$ cat config.mk
export PLATFORM = sky130hd
export DESIGN_NAME = mir_tx_framer
export DESIGN_NICKNAME = d
export VERILOG_FILES = /design/src/rtl/mir_pkg.sv /design/src/rtl/mir_rate_gate.sv /design/src/rtl/mir_crc16.sv /design/src/rtl/mir_run_count.sv /design/src/rtl/mir_tx_framer.sv
export SDC_FILE = /design/constraint.sdc
export NUM_CORES = 1
export LEC_CHECK = 0
export CAP_MARGIN = 20
export CELL_PAD_IN_SITES_DETAIL_PLACEMENT = 0
export CELL_PAD_IN_SITES_GLOBAL_PLACEMENT = 1
export CORE_ASPECT_RATIO = 0.6
export CORE_UTILIZATION = 50
export DETAILED_ROUTE_END_ITERATION = 8
export DONT_BUFFER_PORTS = 1
export GPL_TIMING_DRIVEN = 0
export PLACE_DENSITY_LB_ADDON = 0.1
export SLEW_MARGIN = 5
export SYNTH_ARGS = -nofsm -noshare
export SYNTH_HDL_FRONTEND = slang
export SYNTH_SLANG_ARGS = --single-unit
export TNS_END_PERCENT = 5
$ cat constraint.sdc
create_clock -name clk -period 3 [get_ports clk]
set_input_delay 0.15 -clock clk [delete_from_list [all_inputs] [get_ports clk]]
set_output_delay 0.15 -clock clk [all_outputs]
set_load 0.05 [all_outputs]
$ cat src/rtl/mir_pkg.sv
`timescale 1ns/1ps
package mir_pkg;
  typedef enum logic [2:0] {
    ST_IDLE  = 3'd0,
    ST_OPEN  = 3'd1,
    ST_DATA  = 3'd2,
    ST_FCS   = 3'd3,
    ST_CLOSE = 3'd4
  } tx_state_e;

  localparam int          FLAG_BITS     = 8;
  localparam logic [7:0]  FLAG_PAT      = 8'h7E;   // sent LSB first: 0,1,1,1,1,1,1,0
  localparam logic [15:0] CRC_INIT      = 16'hFFFF;
  localparam logic [15:0] CRC_POLY_REFL = 16'h8408;
endpackage

$ cat src/rtl/mir_rate_gate.sv
`timescale 1ns/1ps
module mir_rate_gate (
  input  logic clk,
  input  logic rst,
  input  logic bit_en,
  input  logic half_rate,
  output logic tick
);
  logic phase_q;

  always_ff @(posedge clk) begin
    if (rst) phase_q <= 1'b0;
    else if (bit_en) phase_q <= ~phase_q;
  end

  assign tick = bit_en & (~half_rate | phase_q);

  AST_HALF_SKIP: assert property (@(posedge clk) disable iff (rst)
    (half_rate && tick) |=> !(half_rate && tick));
endmodule

$ cat src/rtl/mir_crc16.sv
`timescale 1ns/1ps
module mir_crc16 #(
  parameter int              CRC_W = 16,
  parameter logic [CRC_W-1:0] POLY = 16'h8408,
  parameter logic [CRC_W-1:0] INIT = 16'hFFFF
)(
  input  logic             clk,
  input  logic             rst,
  input  logic             clear,
  input  logic             en,
  input  logic             din,
  output logic [CRC_W-1:0] crc_q,
  output logic [CRC_W-1:0] crc_nx
);
  logic fb;

  always_comb begin
    fb     = crc_q[0] ^ din;
    crc_nx = (crc_q >> 1) ^ (fb ? POLY : '0);
  end

  always_ff @(posedge clk) begin
    if (rst || clear) crc_q <= INIT;
    else if (en)      crc_q <= crc_nx;
  end
endmodule

$ cat src/rtl/mir_run_count.sv
`timescale 1ns/1ps
module mir_run_count #(
  parameter int RUN_LEN = 5
)(
  input  logic clk,
  input  logic rst,
  input  logic clr,
  input  logic en,
  input  logic din,
  output logic full,
  output logic near
);
  localparam int CW = $clog2(RUN_LEN + 1);
  logic [CW-1:0] cnt_q;

  always_ff @(posedge clk) begin
    if (rst || clr) cnt_q <= '0;
    else if (en)    cnt_q <= din ? cnt_q + 1'b1 : '0;
  end

  assign full = (cnt_q == CW'(RUN_LEN));
  assign near = (cnt_q == CW'(RUN_LEN - 1));

  AST_RUN_CAP: assert property (@(posedge clk) disable iff (rst)
    cnt_q <= CW'(RUN_LEN));
  AST_NO_LONG_RUN: assert property (@(posedge clk) disable iff (rst)
    (en && !clr) |-> !full);
endmodule

$ cat src/rtl/mir_tx_framer.sv
`timescale 1ns/1ps
module mir_tx_framer #(
  parameter int BYTE_W    = 8,
  parameter int CRC_W     = 16,
  parameter int FLAG_W    = 4,
  parameter int RUN_LEN   = 5,
  parameter int MIN_FLAGS = 2
)(
  input  logic              clk,
  input  logic              rst,
  input  logic [BYTE_W-1:0] s_data,
  input  logic              s_valid,
  input  logic              s_last,
  output logic              s_ready,
  input  logic [FLAG_W-1:0] flag_cnt,
  input  logic              half_rate,
  input  logic              bit_en,
  output logic              tx_bit,
  output logic              busy,
  output logic              rx_off
);
  import mir_pkg::*;

  localparam int SH_W = (CRC_W > BYTE_W) ? CRC_W : BYTE_W;
  localparam int CN_W = $clog2(SH_W + 1);
  localparam int FB_W = $clog2(FLAG_BITS);

  tx_state_e         st_q, st_d;
  logic [FLAG_W-1:0] flg_q, flg_d;
  logic [FB_W-1:0]   fbit_q, fbit_d;
  logic [SH_W-1:0]   sh_q, sh_d;
  logic [CN_W-1:0]   left_q, left_d;
  logic              have_q, have_d;
  logic              last_q, last_d;
  logic              rdy_q, rdy_d;
  logic              tx_q, tx_d;
  logic              rx_q, rx_d;

  logic              tick;
  logic              crc_clr, crc_en;
  logic [CRC_W-1:0]  crc_q, crc_nx;
  logic              run_clr, run_en, run_full, run_near;
  logic              cur_bit, unit_end, take;

  mir_rate_gate u_rate (
    .clk(clk), .rst(rst), .bit_en(bit_en), .half_rate(half_rate), .tick(tick)
  );

  mir_crc16 #(.CRC_W(CRC_W), .POLY(CRC_POLY_REFL[CRC_W-1:0]), .INIT(CRC_INIT[CRC_W-1:0])) u_crc (
    .clk(clk), .rst(rst), .clear(crc_clr), .en(crc_en), .din(sh_q[0]),
    .crc_q(crc_q), .crc_nx(crc_nx)
  );

  mir_run_count #(.RUN_LEN(RUN_LEN)) u_run (
    .clk(clk), .rst(rst), .clr(run_clr), .en(run_en), .din(sh_q[0]),
    .full(run_full), .near(run_near)
  );

  always_comb begin
    st_d     = st_q;
    flg_d    = flg_q;
    fbit_d   = fbit_q;
    sh_d     = sh_q;
    left_d   = left_q;
    have_d   = have_q;
    last_d   = last_q;
    rdy_d    = rdy_q;
    tx_d     = tx_q;
    crc_clr  = 1'b0;
    crc_en   = 1'b0;
    run_clr  = 1'b0;
    run_en   = 1'b0;
    unit_end = 1'b0;
    cur_bit  = sh_q[0];
    take     = rdy_q & s_valid;

    if (take) begin
      sh_d   = SH_W'(s_data);
      left_d = CN_W'(BYTE_W);
      have_d = 1'b1;
      last_d = s_last;
      rdy_d  = 1'b0;
    end

    if (tick) begin
      case (st_q)
        ST_IDLE: begin
          tx_d = 1'b0;
          if (s_valid) begin
            st_d    = ST_OPEN;
            flg_d   = (flag_cnt < FLAG_W'(MIN_FLAGS)) ? FLAG_W'(MIN_FLAGS) : flag_cnt;
            tx_d    = FLAG_PAT[0];
            fbit_d  = FB_W'(1);
            crc_clr = 1'b1;
            run_clr = 1'b1;
          end
        end
        ST_OPEN, ST_CLOSE: begin
          tx_d = FLAG_PAT[fbit_q];
          if (fbit_q == FB_W'(FLAG_BITS - 1)) begin
            fbit_d = '0;
            if (st_q == ST_CLOSE) begin
              st_d = ST_IDLE;
            end else if (flg_q == FLAG_W'(1)) begin
              st_d  = ST_DATA;
              rdy_d = 1'b1;
            end else begin
              flg_d = flg_q - 1'b1;
            end
          end else begin
            fbit_d = fbit_q + 1'b1;
          end
        end
        ST_DATA, ST_FCS: begin
          if (run_full) begin
            tx_d    = 1'b0;
            run_clr = 1'b1;
            if (left_q == '0) unit_end = 1'b1;
          end else begin
            tx_d   = cur_bit;
            sh_d   = sh_q >> 1;
            left_d = left_q - 1'b1;
            run_en = 1'b1;
            crc_en = (st_q == ST_DATA);
            if (left_q == CN_W'(1) && !(cur_bit && run_near)) unit_end = 1'b1;
          end
          if (unit_end) begin
            if (st_q == ST_FCS) begin
              st_d   = ST_CLOSE;
              fbit_d = '0;
            end else if (last_q) begin
              st_d   = ST_FCS;
              sh_d   = SH_W'(~(run_full ? crc_q : crc_nx));
              left_d = CN_W'(CRC_W);
              have_d = 1'b0;
            end else begin
              have_d = 1'b0;
              rdy_d  = 1'b1;
            end
          end
        end
        default: st_d = ST_IDLE;
      endcase
    end

    if (st_q != ST_IDLE || st_d != ST_IDLE) rx_d = 1'b1;
    else if (tick)                          rx_d = 1'b0;
    else                                    rx_d = rx_q;
  end

  always_ff @(posedge clk) begin
    if (rst) begin
      st_q   <= ST_IDLE;
      flg_q  <= '0;
      fbit_q <= '0;
      sh_q   <= '0;
      left_q <= '0;
      have_q <= 1'b0;
      last_q <= 1'b0;
      rdy_q  <= 1'b0;
      tx_q   <= 1'b0;
      rx_q   <= 1'b0;
    end else begin
      st_q   <= st_d;
      flg_q  <= flg_d;
      fbit_q <= fbit_d;
      sh_q   <= sh_d;
      left_q <= left_d;
      have_q <= have_d;
      last_q <= last_d;
      rdy_q  <= rdy_d;
      tx_q   <= tx_d;
      rx_q   <= rx_d;
    end
  end

  assign tx_bit  = tx_q;
  assign s_ready = rdy_q;
  assign rx_off  = rx_q;
  assign busy    = (st_q != ST_IDLE);

  AST_IDLE_LINE: assert property (@(posedge clk) disable iff (rst)
    (st_q == ST_IDLE && tick && !s_valid) |=> !tx_bit);
  AST_STUFF_ZERO: assert property (@(posedge clk) disable iff (rst)
    (tick && run_full && (st_q == ST_DATA || st_q == ST_FCS)) |=> !tx_bit);
  AST_RATE_HOLD: assert property (@(posedge clk) disable iff (rst)
    !tick |=> $stable(tx_bit));
  AST_BUSY_GATES_RX: assert property (@(posedge clk) disable iff (rst)
    busy |-> rx_off);
  AST_READY_WAIT: assert property (@(posedge clk) disable iff (rst)
    s_ready |-> (st_q == ST_DATA && !have_q));
  AST_FEED_IN_TIME: assert property (@(posedge clk) disable iff (rst)
    (tick && st_q == ST_DATA) |-> have_q);
  AST_FLAG_FLOOR: assert property (@(posedge clk) disable iff (rst)
    $rose(busy) |-> (flg_q >= FLAG_W'(MIN_FLAGS)));
endmodule

==> impl_summary.md <==
Die
The total area inside the core boundary comes to 6170 um^2. Pin placement for this block handled 22 I/O pins. The height of the die is 64.1 um. The initial utilization of the core area, before any placement, comes to 52.2%. The die covers 6770 um^2. In this run the core area contains 22 standard-cell rows. The overall die width is 106 um.

Logic synthesis
Among all flip-flop cells after synthesis, the most frequent one is sky130_fd_sc_hd__dfxtp_1. By area the synthesized netlist is led by sky130_fd_sc_hd__dfxtp_1 (35%), sky130_fd_sc_hd__nand2_1 (6.7%), sky130_fd_sc_hd__mux2i_1 (5.6%), sky130_fd_sc_hd__o211ai_1 (4.0%), sky130_fd_sc_hd__ha_1 (3.9%). Yosys printed 0 warnings. Counting flops and latches in the post-synthesis netlist gives 56. The number of different library cells used by synthesis comes to 58.

Summing the areas of all fa, ha and maj instances in the mapped netlist gives 3.89% of the synthesized area. By area, the combinational part of the netlist is dominated by compound AO/OA/AOI/OAI gates. The area share of xor/xnor cells in the synthesized design is 1.36%.

The cell area after technology mapping is 3220 um^2. Counting flops with a built-in enable in the synthesized netlist gives 0. The mux cell area share after synthesis is 5.60%. The cell accounting for the most synthesized area is sky130_fd_sc_hd__dfxtp_1. The fraction of post-synthesis cell area in the top cell type by area is 34.9%. When the netlist entered floorplanning its net count stood at 402. Sequential elements use 34.9% of the synthesized area. After Yosys synthesis, and, or, nand and nor cells account for 21.4% of the synthesized area.

The number of instances in the synthesized netlist is 374. The complex-gate fraction of the synthesized area is 26.4%. The share of synthesized registers carrying an async set or reset is 0%.

The average instance in the mapped netlist occupies 8.60 um^2.

Critical path
The classification of the worst setup path is flop to flop. Across all register-to-register paths, the minimum setup slack is 0.71 ns. The largest fanout of any net on the critical path is 10. The endpoint arrival time on the critical path is 2.48 ns.

STA classifies the critical path endpoint as a flop. The critical path startpoint category is a flop. The number of cells on the worst reg-to-reg path is 8.

STA puts the critical path data required time at 3.19 ns.

Timing
In the finished design, the share of the clock period the worst path needs comes to 76.4%. The slew of the pin with the lowest slew margin is 0.685 ns. The count of endpoints failing hold in the final timing report is 0. Clock skew on the completed layout was measured at 0.00824 ns.

After layout, the worst setup slack is 0.708 ns. The final sum of negative setup slack is 0 ns. The clock period minus worst slack is 2.29 ns. The peak clock frequency supported by timing is 436 MHz.

The tightest hold path in the finished design has a slack of 0.00942 ns. Setup repair after global routing left no endpoint under its margin. The worst slew margin relative to its limit is 54.0%. The max-slew violation count is 0.

The final count of negative-setup-slack endpoints is 0.

GRT
The initial antenna violation count is 0. The wire length of the first global-routing pass is 13700 um. The number of global-route vias before repair is 2563. The global route total overflow is 0.

The largest net degree at the start of global routing is 18. The total global routing track utilization is 26.2%.

Final layout
The number of antenna diodes in the final layout is 0. The share of cells above drive strength 1 is 13.1%. The area added between synthesis and finish is 7.04%.

The number of non-filler instances in the completed layout is 467. The number of nets in the final layout is 410. The filler cells instantiated in the layout total 600.

Flow run
Across the run, the number of max-cap violations was 0.

Detailed routing
The routed layout has 2783 vias. For this run, the detailed router's first-pass iteration total came to 5. The post-detailed-route wirelength per cell is 17.6 um.

In the routed design, unresolved DRC markers number 0. Dividing the detail-routed via count by the number of cells gives 5.96. In this run the remaining antenna-violating nets after routing total 0. In this run, the number of DRC markers left after iteration 0 of detailed routing was 223.

The routed wire length is 8230 um.

Power and ir drop
VDD sags by at most 0.199 mV. For this design the static power due to leakage is 1.49 nW. Dividing total power by cell area gives a power density of 394 nW/um^2.

Clock network
The root buffer selected by CTS is sky130_fd_sc_hd__clkbuf_8. The clock network latency to the later pin of the worst-skew pair is 0.31 ns. The number of setup buffers added after CTS is 0. The clock edge transition at the registers on the reported setup and hold paths is 0.11 ns. The number of buffers added by the clock tree synthesis step is 5. The maximum level of the CTS H-tree is 2. The clock tree buffer depth is 2.

TritonCTS built the clock tree. The TritonCTS sink count is 56.

Status
The run finished with clean final reports.

Placement
Before CTS, the worst setup slack after placement is 0.763 ns. Buffers placed on the I/O ports in this run total 0. Routability-driven placement finished with a final weighted congestion of 0.814.

The wire-length estimate of the detail-placed layout is 6160 um. The cell count after placement is 458.

Worst hold path
The worst hold path belongs to the class input pin to flop. Along the worst hold path, the cell count comes to 2.
-- worst paths after layout --
check,endpoint,start
hold / removal,last_q,s_last
setup / recovery,sh_q[3],u_run.cnt_q[1]
hold reg to reg,sh_q[6],u_crc.crc_q[6]
setup reg to reg,sh_q[3],u_run.cnt_q[1]
-- synthesized netlist by cell type (2+ instances only) --
cell type and n:
sky130_fd_sc_hd__nor3_4 2, sky130_fd_sc_hd__buf_4 2, sky130_fd_sc_hd__xnor2_1 3, sky130_fd_sc_hd__o211ai_1 17
sky130_fd_sc_hd__clkbuf_1 8, sky130_fd_sc_hd__a221oi_2 8, sky130_fd_sc_hd__o21ai_0 11, sky130_fd_sc_hd__a21oi_1 14
sky130_fd_sc_hd__a22oi_1 2, sky130_fd_sc_hd__nor3_1 7, sky130_fd_sc_hd__dfxtp_1 56, sky130_fd_sc_hd__ha_1 10
sky130_fd_sc_hd__mux2i_1 18, sky130_fd_sc_hd__a31o_2 6, sky130_fd_sc_hd__buf_6 2, sky130_fd_sc_hd__inv_1 18
sky130_fd_sc_hd__nor2b_1 7, sky130_fd_sc_hd__and2_1 8, sky130_fd_sc_hd__buf_2 13, sky130_fd_sc_hd__a211oi_1 2
sky130_fd_sc_hd__a32oi_1 3, sky130_fd_sc_hd__nor4_1 7, sky130_fd_sc_hd__o31ai_1 3, sky130_fd_sc_hd__nor3b_1 3
sky130_fd_sc_hd__a21o_1 9, sky130_fd_sc_hd__a31oi_1 4, sky130_fd_sc_hd__a221oi_1 6, sky130_fd_sc_hd__nand4_1 3
sky130_fd_sc_hd__and3_1 4, sky130_fd_sc_hd__nand2_1 57, sky130_fd_sc_hd__nor2_1 23, sky130_fd_sc_hd__xor2_1 2
sky130_fd_sc_hd__nand2b_1 4, sky130_fd_sc_hd__a31o_1 3, sky130_fd_sc_hd__and4_1 2, sky130_fd_sc_hd__nand3_1 3
sky130_fd_sc_hd__a21boi_0 2, sky130_fd_sc_hd__o211a_1 2
-- worst max-delay path, cell delays in order (launching register included) --
cell and delay, ns:
sky130_fd_sc_hd__dfxtp_1 0.37, sky130_fd_sc_hd__inv_1 0.07, sky130_fd_sc_hd__ha_1 0.23, sky130_fd_sc_hd__nand2_2 0.23
sky130_fd_sc_hd__a31o_2 0.28, sky130_fd_sc_hd__nand4_4 0.23, sky130_fd_sc_hd__nor3_2 0.35, sky130_fd_sc_hd__buf_4 0.29
sky130_fd_sc_hd__a221oi_1 0.12
-- stage by stage --
step | area [um^2] | total power, mW | util, %
global placement | 3320 | 0.869 | 53.9
finish | 3440 | 1.36 | 55.8
CTS | 3440 | 1.37 | 55.8
detailed placement | 3320 | 0.870 | 53.9
floorplan | 3220 | 0.847 | -
global route | 3440 | 1.40 | 55.8
-- power breakdown --
group          switching, mW  total [mW]  leakage [nW]  internal [mW]
Sequential            0.0143       0.766         0.453          0.752
Clock                  0.254       0.502        0.0541          0.248
Combinational         0.0591      0.0886         0.987         0.0296
Total                  0.328        1.36          1.49           1.03
-- routing by layer --
metal	up-vias	track usage (%)	share of wire, %
li1	1385	-	-
met1	1305	43.8	55
met2	84	32.9	37
met3	9	5.10	6.5
met4	0	5.21	0.97
met5	-	0	0
-- final cells by class --
cell class | instances | area [um^2] | area share, %
plain buffers | 26 | 136 | 3.96
clock buffers | 5 | 68.8 | 2.00
clock inverters | 3 | 42.5 | 1.24
inverters | 19 | 71.3 | 2.07
repair buffers | 1 | 10.0 | 0.291
flip-flops and latches | 56 | 1120 | 32.6
multi-input cells | 273 | 1890 | 54.8
well taps | 84 | 105 | 3.05
-- sequential cells by signal, indices dropped and copies added, names as in the netlist, named ones only --
signal / cells
fbit_q: 3
flg_q: 4
last_q: 1
left_q: 5
rx_off: 1
s_ready: 1
sh_q: 16
st_q: 3
tx_bit: 1
u_crc.crc_q: 16
u_rate.phase_q: 1
u_run.cnt_q: 3
-- layout by cell type, fill, tap and decap left out, types with 4 or more instances in the layout --
cell type / Yosys / final
sky130_fd_sc_hd__a21o_1: 9 / 9
sky130_fd_sc_hd__a21oi_1: 14 / 14
sky130_fd_sc_hd__a221oi_1: 6 / 6
sky130_fd_sc_hd__a221oi_2: 8 / 8
sky130_fd_sc_hd__a31o_2: 6 / 6
sky130_fd_sc_hd__a31oi_1: 4 / 4
sky130_fd_sc_hd__and2_1: 8 / 8
sky130_fd_sc_hd__and3_1: 4 / 4
sky130_fd_sc_hd__buf_2: 13 / 13
sky130_fd_sc_hd__clkbuf_1: 8 / 8
sky130_fd_sc_hd__clkbuf_8: 0 / 5
sky130_fd_sc_hd__dfxtp_1: 56 / 56
sky130_fd_sc_hd__ha_1: 10 / 10
sky130_fd_sc_hd__inv_1: 18 / 18
sky130_fd_sc_hd__mux2i_1: 18 / 18
sky130_fd_sc_hd__nand2_1: 57 / 57
sky130_fd_sc_hd__nand2b_1: 4 / 4
sky130_fd_sc_hd__nor2_1: 23 / 23
sky130_fd_sc_hd__nor2b_1: 7 / 7
sky130_fd_sc_hd__nor3_1: 7 / 7
sky130_fd_sc_hd__nor4_1: 7 / 7
sky130_fd_sc_hd__o211ai_1: 17 / 17
sky130_fd_sc_hd__o21ai_0: 11 / 11
-- repair_timing --
item,in CTS,in global routing
hold endpoints to repair,1,0
resized for setup,0,0
hold buffers,1,0
-- cell families (layout without fill, tap and decap cells) --
group	after synthesis	after routing
and+or+nand+nor	136	136
AOI/OAI and AO/OA	104	104
DFF	56	56
buffers and inverters	45	54
muxes	18	18
adders and majority gates	10	10
xor gates and xnor gates	5	5
No activity file was read; power rests on OpenSTA's default activity.
